### src/rtl/deadtime_pkg.sv
// Shared constants for the dead-time pair generator.
package deadtime_pkg;
    localparam int unsigned DLY_W_DEFAULT = 12;
    localparam int unsigned NUM_LANES     = 2;

    // Lane index: lane A times the high side, lane B times the low side.
    typedef enum logic {
        LANE_A = 1'b0,
        LANE_B = 1'b1
    } lane_e;
endpackage

### src/rtl/dt_rise_hold.sv
// Holds back the rising edge of one signal by a captured cycle count.
// The output is registered. It is 1 only once the input has been high for
// (captured count + 1) consecutive samples. The count is captured on the
// first high sample of each run. The run counter saturates at the captured
// count, so it never wraps.
// Assumes: sig_in is synchronous to clk.
module dt_rise_hold #(
    parameter int unsigned DLY_W = 12
) (
    input  logic             clk,
    input  logic             rst_n,
    input  logic             sig_in,
    input  logic [DLY_W-1:0] dly,
    output logic             sig_out
);
    localparam logic [DLY_W-1:0] ONE = {{(DLY_W-1){1'b0}}, 1'b1};

    logic [DLY_W-1:0] run_q;
    logic [DLY_W-1:0] dly_q;

    // Count the high run, capture the count at its start, release the output.
    always_ff @(posedge clk) begin
        if (!rst_n) begin
            run_q   <= '0;
            dly_q   <= '0;
            sig_out <= 1'b0;
        end else if (!sig_in) begin
            run_q   <= '0;
            sig_out <= 1'b0;
        end else if (run_q == '0) begin
            dly_q   <= dly;
            run_q   <= ONE;
            sig_out <= (dly == '0);
        end else begin
            sig_out <= (run_q >= dly_q);
            if (run_q < dly_q) begin
                run_q <= run_q + ONE;
            end
        end
    end
endmodule

### src/rtl/dt_out_sel.sv
// Picks between the raw pair and the dead-time pair. The raw pair and the
// mode bit are registered here, so both paths have one cycle of latency.
// Assumes: gated_a/gated_b already come from registers (one cycle after
// their source sample).
module dt_out_sel (
    input  logic clk,
    input  logic rst_n,
    input  logic en,
    input  logic raw_a,
    input  logic raw_b,
    input  logic gated_a,
    input  logic gated_b,
    output logic out_a,
    output logic out_b
);
    logic en_q;
    logic raw_a_q;
    logic raw_b_q;

    // Register the mode and the raw pair to match the hold stage latency.
    always_ff @(posedge clk) begin
        if (!rst_n) begin
            en_q    <= 1'b0;
            raw_a_q <= 1'b0;
            raw_b_q <= 1'b0;
        end else begin
            en_q    <= en;
            raw_a_q <= raw_a;
            raw_b_q <= raw_b;
        end
    end

    // Select the output pair from registered sources only.
    always_comb begin
        out_a = en_q ? gated_a : raw_a_q;
        out_b = en_q ? gated_b : raw_b_q;
    end
endmodule

### src/rtl/deadtime_pair.sv
// Dead-time pair generator top. Lane A holds back the rise of pwm_a, and
// lane B holds back the rise of the inverted pwm_a. The two lane inputs are
// never high together, so the lane outputs cannot overlap. The output
// selector chooses that pair or the raw pwm_a/pwm_b pair.
// Assumes: all inputs are synchronous to clk.
module deadtime_pair
    import deadtime_pkg::*;
#(
    parameter int unsigned DLY_W = DLY_W_DEFAULT
) (
    input  logic             clk,
    input  logic             rst_n,
    input  logic             en,
    input  logic             pwm_a,
    input  logic             pwm_b,
    input  logic [DLY_W-1:0] rise_dly,
    input  logic [DLY_W-1:0] fall_dly,
    output logic             out_a,
    output logic             out_b
);
    logic [NUM_LANES-1:0] lane_in;
    logic [NUM_LANES-1:0] lane_out;
    logic [DLY_W-1:0]     lane_dly [NUM_LANES];

    for (genvar i = 0; i < NUM_LANES; i++) begin : g_lane
        if (i == int'(LANE_A)) begin : g_high
            assign lane_in[i]  = pwm_a;
            assign lane_dly[i] = rise_dly;
        end else begin : g_low
            assign lane_in[i]  = ~pwm_a;
            assign lane_dly[i] = fall_dly;
        end

        dt_rise_hold #(.DLY_W(DLY_W)) u_hold (
            .clk     (clk),
            .rst_n   (rst_n),
            .sig_in  (lane_in[i]),
            .dly     (lane_dly[i]),
            .sig_out (lane_out[i])
        );
    end

    dt_out_sel u_sel (
        .clk     (clk),
        .rst_n   (rst_n),
        .en      (en),
        .raw_a   (pwm_a),
        .raw_b   (pwm_b),
        .gated_a (lane_out[int'(LANE_A)]),
        .gated_b (lane_out[int'(LANE_B)]),
        .out_a   (out_a),
        .out_b   (out_b)
    );
endmodule

### config.mk
export PLATFORM = sky130hd
export DESIGN_NAME = deadtime_pair
export DESIGN_NICKNAME = d
export VERILOG_FILES = /design/src/rtl/deadtime_pkg.sv /design/src/rtl/dt_rise_hold.sv /design/src/rtl/dt_out_sel.sv /design/src/rtl/deadtime_pair.sv
export SDC_FILE = /design/constraint.sdc
export NUM_CORES = 1
export LEC_CHECK = 0
export ABC_AREA = 1
export ABC_CLOCK_PERIOD_IN_PS = 1900
export BUFFER_PORTS_ARGS = -buffer_cell sky130_fd_sc_hd__buf_2
export CAP_MARGIN = 10
export CORE_MARGIN = 3
export CORE_UTILIZATION = 40
export CTS_BUF_LIST = sky130_fd_sc_hd__clkbuf_16
export CTS_CLUSTER_DIAMETER = 150
export DETAILED_ROUTE_END_ITERATION = 6
export SYNTH_ARGS = -nofsm -noshare
export SYNTH_HDL_FRONTEND = slang
export SYNTH_SLANG_ARGS = --single-unit
### constraint.sdc
create_clock -name clk -period 1.9 [get_ports clk]
set_input_delay 0.19 -clock clk [delete_from_list [all_inputs] [get_ports clk]]
set_output_delay 0.19 -clock clk [all_outputs]
set_load 0.1 [all_outputs]
# Yosys cells after proc, flatten, opt, wreduce, memory -nomap -nowiden

Cells that the tools add are included.

Register bits after elaboration: 53
Latch bits: 0
RAM bits: 0
Bits in read-only memories: 0
Input bits: 29
Output and inout bits: 2
Word-level logic and storage cells: 39
Memories: 0

$add $sub $neg: 2
$mul: 0
Divide/modulo/power cells: 0
$lt $le $gt $ge: 4
Eq/ne operators: 0
Shifts and indexed selects: 0
Muxes and demuxes: 8
Bitwise operators: 2
Reductions and logical operators: 12

Operators by type and width:

| kind                  | number |
|---|---|
| $logic_not 12->1      | 4 |
| $add 12x1->12 const B | 2 |
| $ge 12x12->1          | 2 |
| $lt 12x12->1          | 2 |
| $mux 1                | 8 |
| $reduce_and 2->1      | 3 |
| $reduce_or 3->1       | 2 |
| $reduce_bool 2->1     | 2 |
| $not 1->1             | 2 |
| $reduce_or 2->1       | 1 |

# Longest topological paths before layout

Gate-level depths: netlist of run 1.

Depth in word-level cells: 3
Depth in mapped cells: 13
Depth with buffers taken out: 13

# Cells and area by module

From an unflattened synthesis of run 1, not the netlist that was laid out.

Cells, all modules: 537
Area, all modules: 3585.9 µm²

Modules (own cells, without submodules):

| module        | instances | cells each | area each (µm²) | seq. area each (µm²) |
|---|---|---|---|---|
| dt_rise_hold  | 2         | 260        | 1736.7          | 500.5 |
| dt_out_sel    | 1         | 16         | 108.9           | 60.1 |
| deadtime_pair | 1         | 1          | 3.8             | 0.0 |

# Worst setup path before layout of run 1

Ideal clock, no wire load.

Path type: register to register
Start: register g_lane[1].u_hold.run_q[5]
End: register g_lane[1].u_hold.run_q[9]
Arrival: 1.425 ns
Data required time: 1.830 ns
Setup slack: 0.405 ns
Cell stages (with the launch flop): 11
Path buffers: 1
Path through: dfxtp_1 ha_1 nand2_1 nand2_1 nand2_1 nand2_1 nand2_1 and2_2 buf_4 nand3_1 a21oi_1

Word-level cells in the longest chain between the ends: 2

RTL lines:

| item                                                                  | RTL line           | RTL |
|---|---|---|
| start, declared                                                       | dt_rise_hold.sv:18 | `logic [DLY_W-1:0] run_q;` |
| start signal, assigned                                                | dt_rise_hold.sv:37 | `run_q <= run_q + ONE;` |
| parallel branches: the longest is 2 deep, another holds $add 12x1->12 | -                  |  |

Several ways; the timed one is not identified.
A chain may end at the register's enable or synchronous reset.

# Worst setup path in the final report of run 1

Start: register g_lane[0].u_hold.run_q[9]
End: register g_lane[0].u_hold.run_q[8]

Word-level cells in the longest chain between the ends: 2

RTL lines:

| item                                                                 | RTL line |
|---|---|
| start, declared                                                      | dt_rise_hold.sv:18 |
| start signal, assigned                                               | dt_rise_hold.sv:37 |
| parallel branches: the longest is 2 deep, another holds $lt 12x12->1 | - |

Several ways; the timed one is not identified.

==> results by group, run 1 <==
Finish
  • Layout cells sized above 1: 17.1%
  • Most frequent cells in the layout: nand2_1, inv_1, dfxtp_1, a21oi_1, nand3_1
  • P&R area growth vs syn: 13.3%
  • Final-layout fill cell count: 840
  • N_diodes: 0
  • Commonest non-fill, non-tap cell in the layout: nand2_1
  • Post-route insts no fill: 622
  • Register area: 1070 um^2
  • Final nets: 576
  • Multi-input logic area: 1890 um^2

Global routing
  • First-pass GRT wire length: 13000 um
  • GRT Util Overall: 16.3%
  • Vias in the first global route: 2798
  • Initial antenna violation count: 0
  • Largest net degree at the start of global routing: 23
  • Global route overflow: 0

Worst setup path
  • Worst Reg2Reg Path Length in Cells: 10
  • RR Endpoint: g_lane[0].u_hold.run_q[8]
  • Reg2Reg Setup Slack: 170 ps
  • Critical R2R Launch: g_lane[0].u_hold.run_q[9]
  • Data required time of the worst path: 2110 ps
  • Worst setup SP type: flop
  • Setup Crit Path Kind: flop to flop
  • Worst Path Max Fanout: 11
  • Worst EP arrival: 1940 ps
  • Crit. End Element: flop

STA
  • Slew Limit Fails: 0
  • Relative slew slack: 67.7%
  • Final min period: 1730 ps
  • Final TNS setup: 0 ps
  • Max frequency: 580 MHz
  • Final setup fails: 0
  • Final period utilization: 90.8%
  • Slew @ Worst Pin: 488 ps
  • Final Skew: 4.55 ps
  • Hold Fails Final Rpt: 0
  • Setup slack after layout: 175 ps
  • RSZ-0062 raised after global routing: no

Power and ir drop
  • Cell Pwr Density: 670 nW/um^2
  • VDD IR-drop max: 0.362 mV
  • LEAKAGE: 1.80 nW

Detailed routing
  • Remaining antenna violation count: 0
  • Via/cell ratio: 4.80
  • Number of DRC markers in iteration 0: 127
  • 1st-pass router iterations: 4
  • Drt wl/cell: 12.1 um
  • Routed Wire Length: 7520 um
  • DRC Markers: 0
  • Via Count: 2986

Clock tree
  • CTS clk-pin slew, worst paths: 70 ps
  • H-Tree Depth: 2
  • Root buffer cell: clkbuf_16
  • TritonCTS clock tree: done
  • Clk_lat worst skew: 290 ps
  • # Post-CTS Setup Buffers: 0
  • Num CTS Buffers: 5
  • # clock sinks: 53
  • CTS max path bufs: 2
  • CTS hold repair buffers: 0

Placement
  • Setup WS pre-CTS: 120 ps
  • GPL Wtd Cong: 0.858
  • IO Port Bufs: 30
  • Inst Count DP: 614
  • DP HPWL: 5810 um

Hold path
  • Hold Crit Class: primary input to flop
  • Hold EP: u_sel.en_q
  • Hold wc startpoint: en
  • WHS Path Cells: 3

Logic synthesis
  • Cell area after synthesis: 3370 um^2
  • Netlist cell types: 28
  • Post-synthesis sequential area ratio: 31.5%
  • YS warnings: 0
  • Synth async-reset ratio: 0%
  • Flops & latches, synth: 53
  • Syn Area/Cell: 6.90 um^2
  • Synthesized Nets: 545
  • Number of enable flip-flop cells after synthesis: 0
  • Top FF cell, synth: dfxtp_1
  • Post-Syn Instances: 488

Die
  • Ports: 31
  • Chip height: 97.7 um
  • Die W: 97.7 um
  • Row count: 32
  • Core Box Area: 7930 um^2
  • Starting Density: 42.5%
  • Die area: 9550 um^2

Flow run
  • Max-cap violation count: 0

Status
  • Outcome: complete, no violations
-- report_power, final --
| group | internal, mW | switching (mW) | leakage [nW] | total [mW] |
|---|---|---|---|---|
| clock | 0.613 | 0.388 | 0.0826 | 1.00 |
| combinational | 0.136 | 0.241 | 1.28 | 0.377 |
| sequential | 1.16 | 0.0166 | 0.437 | 1.18 |
-- cells in the mapped netlist, types with 4 or more instances --
cell type | number | area, um^2
o21ai_0 | 14 | 70.1
nand2_2 | 4 | 25.0
ha_1 | 28 | 350
a21oi_1 | 42 | 210
nand4_1 | 10 | 62.6
nor2_1 | 30 | 113
inv_1 | 79 | 297
buf_2 | 6 | 30.0
nand3_2 | 4 | 40.0
nand2_1 | 117 | 439
nand3_1 | 35 | 175
dfxtp_1 | 53 | 1060
xor2_1 | 14 | 123
a21oi_2 | 10 | 87.6
inv_2 | 10 | 37.5
nor2_2 | 6 | 37.5
-- logic make-up (layout without fill, tap and decap cells) --
logic type | count (synthesis) | after routing | synth area share [%]
flops | 53 | 53 | 31.5
simple gates | 217 | 217 | 29.2
mux | 2 | 2 | 0.669
fa+ha+maj | 28 | 28 | 10.4
buf+inv | 103 | 135 | 12.7
compound gates | 71 | 71 | 11.8
xor+xnor | 14 | 14 | 3.64
-- metrics by stage --
| stage | cell area (um^2) | utilization, % | hold WS [ps] | power [mW] |
|---|---|---|---|---|
| 2_1_floorplan | 3370 | - | 288 | 1.47 |
| 4_1_cts | 3800 | 47.9 | 85.7 | 2.59 |
| 6_report | 3810 | 48.1 | 89.7 | 2.55 |
| 3_5_place_dp | 3630 | 45.8 | 382 | 1.58 |
| 3_3_place_gp | 3630 | 45.8 | 375 | 1.57 |
| 5_1_grt | 3810 | 48.1 | 117 | 2.68 |
-- worst max-delay path by stage --
stage                                           end  slack [ps]                       start
after floorplan           g_lane[1].u_hold.run_q[9]         410   g_lane[1].u_hold.run_q[5]
after global placement     g_lane[1].u_hold.sig_out         150   g_lane[1].u_hold.run_q[5]
after detailed placement  g_lane[0].u_hold.run_q[9]         120  g_lane[0].u_hold.run_q[10]
after CTS                 g_lane[0].u_hold.run_q[9]         110  g_lane[0].u_hold.run_q[10]
after global routing      g_lane[0].u_hold.run_q[8]           5   g_lane[0].u_hold.run_q[9]
final                     g_lane[0].u_hold.run_q[8]         170   g_lane[0].u_hold.run_q[9]
-- cell type report --
cell class | count | area share [%]
clock buffer | 5 | 3.28
clock inverter | 3 | 0.985
inverter | 89 | 8.76
multi-input combinational | 332 | 49.5
sequential | 53 | 28.0
tap | 102 | 3.35
timing repair buffer | 38 | 6.17
-- metal layers --
layer / GRT usage (%) / up-vias / wire length, um
met4: 3.83 / 0 / 54
met1: 23.3 / 1335 / 3950
met3: 2.86 / 4 / 284
met2: 25.6 / 42 / 3230
met5: 0 / - / 0
li1: - / 1605 / -
-- what timing repair did --
item | CTS | global route
endpoints found under the setup margin | 0 | 9
gates resized for setup | 0 | 7
hold endpoints to repair | 0 | 0
-- worst max-delay path: stages, from the launching register on --
cell and delay (ps):
dfxtp_1 410, ha_1 280, nand2_1 70, inv_1 40, nand2_1 110, inv_1 50, nand2_1 130, and2_1 150
buf_4 180, nand3_1 100, a21oi_1 130
-- sequential cells by signal, summed over array words and instances (netlist names) --
| signal | flops |
|---|---|
| g_lane.u_hold.dly_q | 24 |
| g_lane.u_hold.run_q | 24 |
| g_lane.u_hold.sig_out | 2 |
| u_sel.en_q | 1 |
| u_sel.raw_a_q | 1 |
| u_sel.raw_b_q | 1 |
Note: power is estimated with default switching activity, not from simulation.
==> run 2: changes to the inputs <==
RECOVER_POWER = 50   (was unset)
==> run 2 against run 1 <==
Against the previous run:
- setup slack got worse by 0.94 ps
- worst hold slack is essentially flat
- flip-flop and latch count unchanged
- wire length up 0.72%
- maximum frequency about the same
- clock power is essentially flat
- critical path depth did not move
- non-clock buffer count is the same
- register-to-register slack about the same
==> results by group, run 2 (synthesized netlist as in run 1, its figures left out) <==
Status
  • Outcome: complete, no violations

Power and ir drop
  • VDD IR-drop max: 0.362 mV (about the same)
  • LEAKAGE: 1.79 nW (-0.77%)
  • Cell Pwr Density: 676 nW/um^2 (+0.84%)

Finish
  • Final nets: 576 (unchanged)
  • P&R area growth vs syn: 12.0%
  • Post-route insts no fill: 622 (unchanged)
  • Layout Utilization: 47.6% (-0.52 points)
  • Post-route cell area: 3770 um^2 (-1.1%)
  • Commonest non-fill, non-tap cell in the layout: nand2_1
  • Multi-input logic area: 1850 um^2 (-1.9%)
  • N_diodes: 0 (unchanged)
  • Largest registers: g_lane.u_hold.dly_q (24), g_lane.u_hold.run_q (24), g_lane.u_hold.sig_out (2)
  • Most frequent cells in the layout: nand2_1, inv_1, a21oi_1, dfxtp_1, nand3_1
  • Register area: 1070 um^2 (unchanged)
  • Final-layout fill cell count: 853 (+1.5%)
  • Layout cells sized above 1: 14.6% (-2.5 points)

STA
  • Hold Fails Final Rpt: 0 (unchanged)
  • Final Skew: 3.69 ps (-0.864 ps)
  • Final min period: 1730 ps (+0.938 ps)
  • Final setup fails: 0 (unchanged)
  • Slew @ Worst Pin: 975 ps (+487 ps)
  • Final TNS setup: 0 ps (unchanged)
  • Slew Limit Fails: 0 (unchanged)
  • RSZ-0062 raised after global routing: no
  • Final period utilization: 90.9% (about the same)
  • Hold Slack: 89.5 ps (-0.216 ps)
  • Max frequency: 579 MHz (about the same)
  • Relative slew slack: 35.0% (-33 points)

Detailed routing
  • 1st-pass router iterations: 4 (unchanged)
  • Drt wl/cell: 12.2 um (+0.72%)
  • Via Count: 3020 (+1.1%)
  • Remaining antenna violation count: 0 (unchanged)
  • DRC Markers: 0 (unchanged)
  • Routed Wire Length: 7570 um (+0.72%)
  • Number of DRC markers in iteration 0: 116 (-8.7%)
  • Via/cell ratio: 4.86 (+1.1%)

Placement
  • DP HPWL: 5810 um (unchanged)
  • Inst Count DP: 614 (unchanged)
  • IO Port Bufs: 30 (unchanged)
  • Area after DPL: 3630 um^2 (unchanged)
  • GPL Wtd Cong: 0.858 (unchanged)

Die
  • Core Box Area: 7930 um^2 (unchanged)
  • Starting Density: 42.5% (unchanged)
  • Die area: 9550 um^2 (unchanged)
  • Die W: 97.7 um (unchanged)
  • Chip height: 97.7 um (unchanged)
  • Ports: 31 (unchanged)
  • Row count: 32 (unchanged)

Worst setup path
  • Worst Path Max Fanout: 11 (unchanged)
  • Crit. End Element: flop
  • Worst setup SP type: flop
  • Setup Crit Path Kind: flop to flop
  • Data required time of the worst path: 2110 ps (about the same)
  • Worst EP arrival: 1940 ps (about the same)

Clock tree
  • H-Tree Depth: 2 (unchanged)
  • CTS clk-pin slew, worst paths: 70 ps (about the same)
  • CTS hold repair buffers: 0 (unchanged)
  • Num CTS Buffers: 5 (unchanged)
  • # clock sinks: 53 (unchanged)
  • Clk_lat worst skew: 290 ps (about the same)
  • CTS max path bufs: 2 (unchanged)
  • Root buffer cell: clkbuf_16
  • TritonCTS clock tree: done

Global routing
  • Met3 Usage GRT: 2.86% (unchanged)
  • Vias in the first global route: 2798 (unchanged)
  • Initial antenna violation count: 0 (unchanged)
  • GRT Util Overall: 16.3% (unchanged)
  • Most crowded layer after global routing: met2
  • GRT met1 Usage: 23.3% (unchanged)
  • GR met2 Demand/Resource: 25.6% (unchanged)
  • First-pass GRT wire length: 13000 um (unchanged)
  • Global route overflow: 0 (unchanged)
  • Largest net degree at the start of global routing: 23 (unchanged)

Flow run
  • Max-cap violation count: 0 (unchanged)

Hold path
  • Hold Crit Class: primary input to flop
[run 2: changes by cell type in the layout (fill, tap and decap cells not counted), sizes merged]
cell	change
clkbuf	+5
buf	-5
[run 2: final timing paths]
check                         endpoint  depth (start not counted)                 startpoint  slack (ps)
max          g_lane[0].u_hold.run_q[8]                         10  g_lane[0].u_hold.run_q[9]         170
max reg2reg  g_lane[0].u_hold.run_q[8]                         10  g_lane[0].u_hold.run_q[9]         170
min                         u_sel.en_q                          3                         en          90
min reg2reg  g_lane[1].u_hold.dly_q[0]                          2  g_lane[1].u_hold.dly_q[0]         460
[run 2: worst max-delay path, cell delays in order (launching register included)]
cell and delay, ps:
dfxtp_1 410, ha_1 280, nand2_1 70, inv_1 40, nand2_1 110, inv_1 50
nand2_1 130, and2_1 150, buf_4 180, nand3_1 100, a21oi_1 130
[run 2: final cells by class]
class,count,area share (%)
clock buffer,5,3.32
clock inverter,3,0.995
inverter,89,8.86
multi-input combinational,332,49.1
sequential,53,28.3
tap,102,3.38
timing repair buffer,38,6.07
[run 2: timing repair]
item,CTS,global route
setup buffers,0,0
resized for setup,0,7
setup endpoints to repair,0,9
[run 2: power breakdown]
group | total [mW] | internal [mW] | leakage (nW) | switching, mW
registers | 1.18 | 1.16 | 0.437 | 0.0167
clock network | 1.00 | 0.613 | 0.0826 | 0.392
logic | 0.366 | 0.131 | 1.27 | 0.236
total | 2.55 | 1.90 | 1.79 | 0.644
[run 2: per-layer routing]
| layer | wire length (um) | up-vias |
|---|---|---|
| li1 | - | 1603 |
| met1 | 3990 | 1363 |
| met2 | 3170 | 48 |
| met3 | 338 | 6 |
| met4 | 76 | 0 |
| met5 | 0 | - |
[run 2: through the flow]
stage          setup slack, ps  power [mW]
2_1_floorplan              405        1.47
3_3_place_gp               150        1.57
3_5_place_dp               120        1.58
4_1_cts                    108        2.59
5_1_grt                   5.17        2.67
6_report                   174        2.55
==> run 3: changes to the inputs <==
BUFFER_PORTS_ARGS = -buffer_cell sky130_fd_sc_hd__buf_4   (was -buffer_cell sky130_fd_sc_hd__buf_2)
SYNTH_HIERARCHICAL = 1   (was unset)
==> run 3 against run 2 <==
Against the previous run:
- via count is 9.0% higher
- die area is 6.1% higher
- sequential share of layout area is 2.8 points lower
- maximum frequency is 2.2% lower
- largest power group is now clock
- global-route usage is 0.37 points higher
- first-iteration DRC count is 16% higher
- non-clock buffer count is 14 higher
- critical endpoint is now g_lane[0].u_hold/run_q[8]
- design area is 10% higher
==> results by group, run 3 <==
Finish
  • P&R area growth vs syn: 15.9%
  • Commonest non-fill, non-tap cell in the layout: nand2_1
  • Most frequent cells in the layout: nand2_1, inv_1, nor2_1, dfxtp_1, buf_4
  • N_diodes: 0 (unchanged)
  • Layout cells sized above 1: 19.6% (+5.0 points)
  • Post-route cell area: 4160 um^2 (+10%)
  • Final nets: 637 (+11%)
  • Largest registers: g_lane.u_hold/dly_q (24), g_lane.u_hold/run_q (24), g_lane.u_hold/sig_out (2)
  • Post-route insts no fill: 686 (+10%)

Clock tree
  • H-Tree Depth: 2 (unchanged)
  • TritonCTS clock tree: done
  • # clock sinks: 53 (unchanged)
  • CTS clk-pin slew, worst paths: 70 ps (about the same)
  • CTS max path bufs: 2 (unchanged)
  • CTS hold repair buffers: 0 (unchanged)
  • Root buffer cell: clkbuf_16
  • Clk_lat worst skew: 290 ps (about the same)
  • Num CTS Buffers: 5 (unchanged)

Flow run
  • Max-cap violation count: 0 (unchanged)

Power and ir drop
  • Cell Pwr Density: 665 nW/um^2 (-1.6%)
  • PnR Total Power: 2.76 mW (+8.5%)
  • VDD IR-drop max: 0.389 mV (+7.5%)
  • LEAKAGE: 2.06 nW (+15%)

STA
  • Final period utilization: 92.9% (+2.1 points)
  • Slew Limit Fails: 0 (unchanged)
  • Final min period: 1770 ps (+39.5 ps)
  • Relative slew slack: 33.4% (-1.6 points)
  • Hold Fails Final Rpt: 0 (unchanged)
  • Slew @ Worst Pin: 999 ps (+23.6 ps)
  • Final Skew: 7.11 ps (+3.42 ps)
  • Setup slack after layout: 134 ps (-39.5 ps)
  • Final TNS setup: 0 ps (unchanged)
  • Max frequency: 566 MHz (-2.2%)
  • Final setup fails: 0 (unchanged)

Logic synthesis
  • Top cell type by total area after synthesis: dfxtp_1
  • Synth area leaders: dfxtp_1, nand2_1, ha_1, inv_1, nor2_1
  • Number of enable flip-flop cells after synthesis: 0 (unchanged)
  • Post-Syn Instances: 537 (+10%)
  • Top-area cell type share of the netlist area: 29.6% (-1.9 points)
  • Post-synthesis sequential area ratio: 29.6% (-1.9 points)
  • Synthesized Nets: 594 (+9.0%)
  • Top FF cell, synth: dfxtp_1
  • Netlist cell types: 27 (-3.6%)
  • Commonest cells in the netlist: nand2_1, inv_1, dfxtp_1, nor2_1, nand3_1
  • Top-count cell post-synth: nand2_1
  • Synth async-reset ratio: 0% (unchanged)
  • YS warnings: 6 (+6)
  • Syn Area/Cell: 6.68 um^2 (-3.2%)
  • Flops & latches, synth: 53 (unchanged)
  • Cell area after synthesis: 3590 um^2 (+6.5%)

Worst setup path
  • Worst EP arrival: 1930 ps (about the same)
  • Critical R2R Launch: g_lane[0].u_hold/run_q[11]
  • Worst setup SP type: flop
  • Setup Crit Path Kind: flop to flop
  • Reg2Reg Setup Slack: 130 ps (-40 ps)
  • Data required time of the worst path: 2060 ps (-50 ps)
  • Crit. End Element: flop
  • Worst Path Max Fanout: 7 (-4)
  • Worst Reg2Reg Path Length in Cells: 7 (-3)
  • RR Endpoint: g_lane[0].u_hold/run_q[8]
  • Critical path origin: g_lane[0].u_hold/run_q[11]
  • CP Capture Point: g_lane[0].u_hold/run_q[8]

Global routing
  • Global route overflow: 0 (unchanged)
  • Vias in the first global route: 3089 (+10%)
  • Largest net degree at the start of global routing: 30 (+30%)
  • First-pass GRT wire length: 13800 um (+5.8%)
  • GRT Util Overall: 16.7% (+0.37 points)
  • Initial antenna violation count: 0 (unchanged)

Die
  • Chip height: 101 um (+3.0%)
  • Die W: 101 um (+3.0%)
  • Row count: 33 (+3.1%)
  • Core Box Area: 8460 um^2 (+6.8%)
  • Die area: 10100 um^2 (+6.1%)
  • Starting Density: 42.4% (-0.091 points)
  • Ports: 31 (unchanged)

Detailed routing
  • Via/cell ratio: 4.80 (-1.1%)
  • Via Count: 3293 (+9.0%)
  • 1st-pass router iterations: 5 (+1)
  • DRC Markers: 0 (unchanged)
  • Number of DRC markers in iteration 0: 135 (+16%)
  • Remaining antenna violation count: 0 (unchanged)
  • Drt wl/cell: 11.6 um (-4.5%)
  • Routed Wire Length: 7980 um (+5.4%)

Status
  • Outcome: complete, no violations

Placement
  • Area after DPL: 3980 um^2 (+9.4%)
  • DP HPWL: 6190 um (+6.4%)
  • GPL Wtd Cong: 0.814 (-5.0%)
  • IO Port Bufs: 30 (unchanged)
  • Setup WS pre-CTS: 134 ps (+14.1 ps)
  • Inst Count DP: 678 (+10%)

Hold path
  • Hold Crit Class: primary input to flop
## run 3: cell types whose count changed after synthesis, moves of 3 or more
cell     change
buf_6        +5
nor2_1      +22
inv_2       +12
nor4_1       +3
nand2_2     +16
a21oi_2     -10
nor2_2       -4
nand2_1      +8
o21ai_1     +23
a21oi_1     -14
o21ai_0     -14
buf_2        -4
## run 3: cell type report
type / count / area, um^2
clock buffers: 5 / 125
well taps: 105 / 131
fillers: 824 / 4310
repair buffers: 52 / 379
flip-flops and latches: 53 / 1060
inverters: 103 / 387
multi-input cells: 365 / 2010
clock inverters: 3 / 65.1
## run 3: stage by stage
step	hold WS [ps]	utilization (%)
floorplan	283	-
global placement	366	47.0
detailed placement	373	47.0
CTS	72.3	49.2
global route	91.0	49.1
finish	75.2	49.1
## run 3: worst max-delay path, cell delays in order (launching register included)
cell,delay [ps]
dfxtp_1,350
ha_1,320
a21o_1,180
nor2_1,210
nand3_2,220
buf_4,230
nand2_1,60
a21oi_1,60
## run 3: worst min-delay path by stage
| stage | end | cells past startpoint | slack (ps) | startpoint |
|---|---|---|---|---|
| floorplan | u_sel/en_q | 2 | 280 | en |
| global placement | u_sel/en_q | 3 | 370 | en |
| detailed placement | u_sel/en_q | 3 | 370 | en |
| CTS | u_sel/en_q | 3 | 70 | en |
| global route | u_sel/raw_b_q | 3 | 90 | pwm_b |
| finish | u_sel/en_q | 3 | 80 | en |
## run 3: cells by family after synthesis
kind of cell	synth area share (%)
compound gates	7.95
flops	29.6
xor+xnor	2.93
buf+inv	14.4
simple gates	35.3
fa+ha+maj	9.77
## run 3: repair_timing
action,in CTS,in global routing
setup buffers,0,0
resized for setup,0,1
setup endpoints to repair,0,6
## run 3: routing by layer
layer	track usage [%]	wire, um	up-vias
met1	24.1	4090	1469
met5	0	0	-
met3	2.70	340	8
met4	4.15	89	0
li1	-	-	1756
met2	25.7	3460	60
## run 3: power by group
part / switching, mW / internal (mW) / total [mW]
Sequential: 0.0145 / 1.16 / 1.17
Combinational: 0.257 / 0.156 / 0.413
Clock: 0.424 / 0.753 / 1.18
Total: 0.695 / 2.07 / 2.76
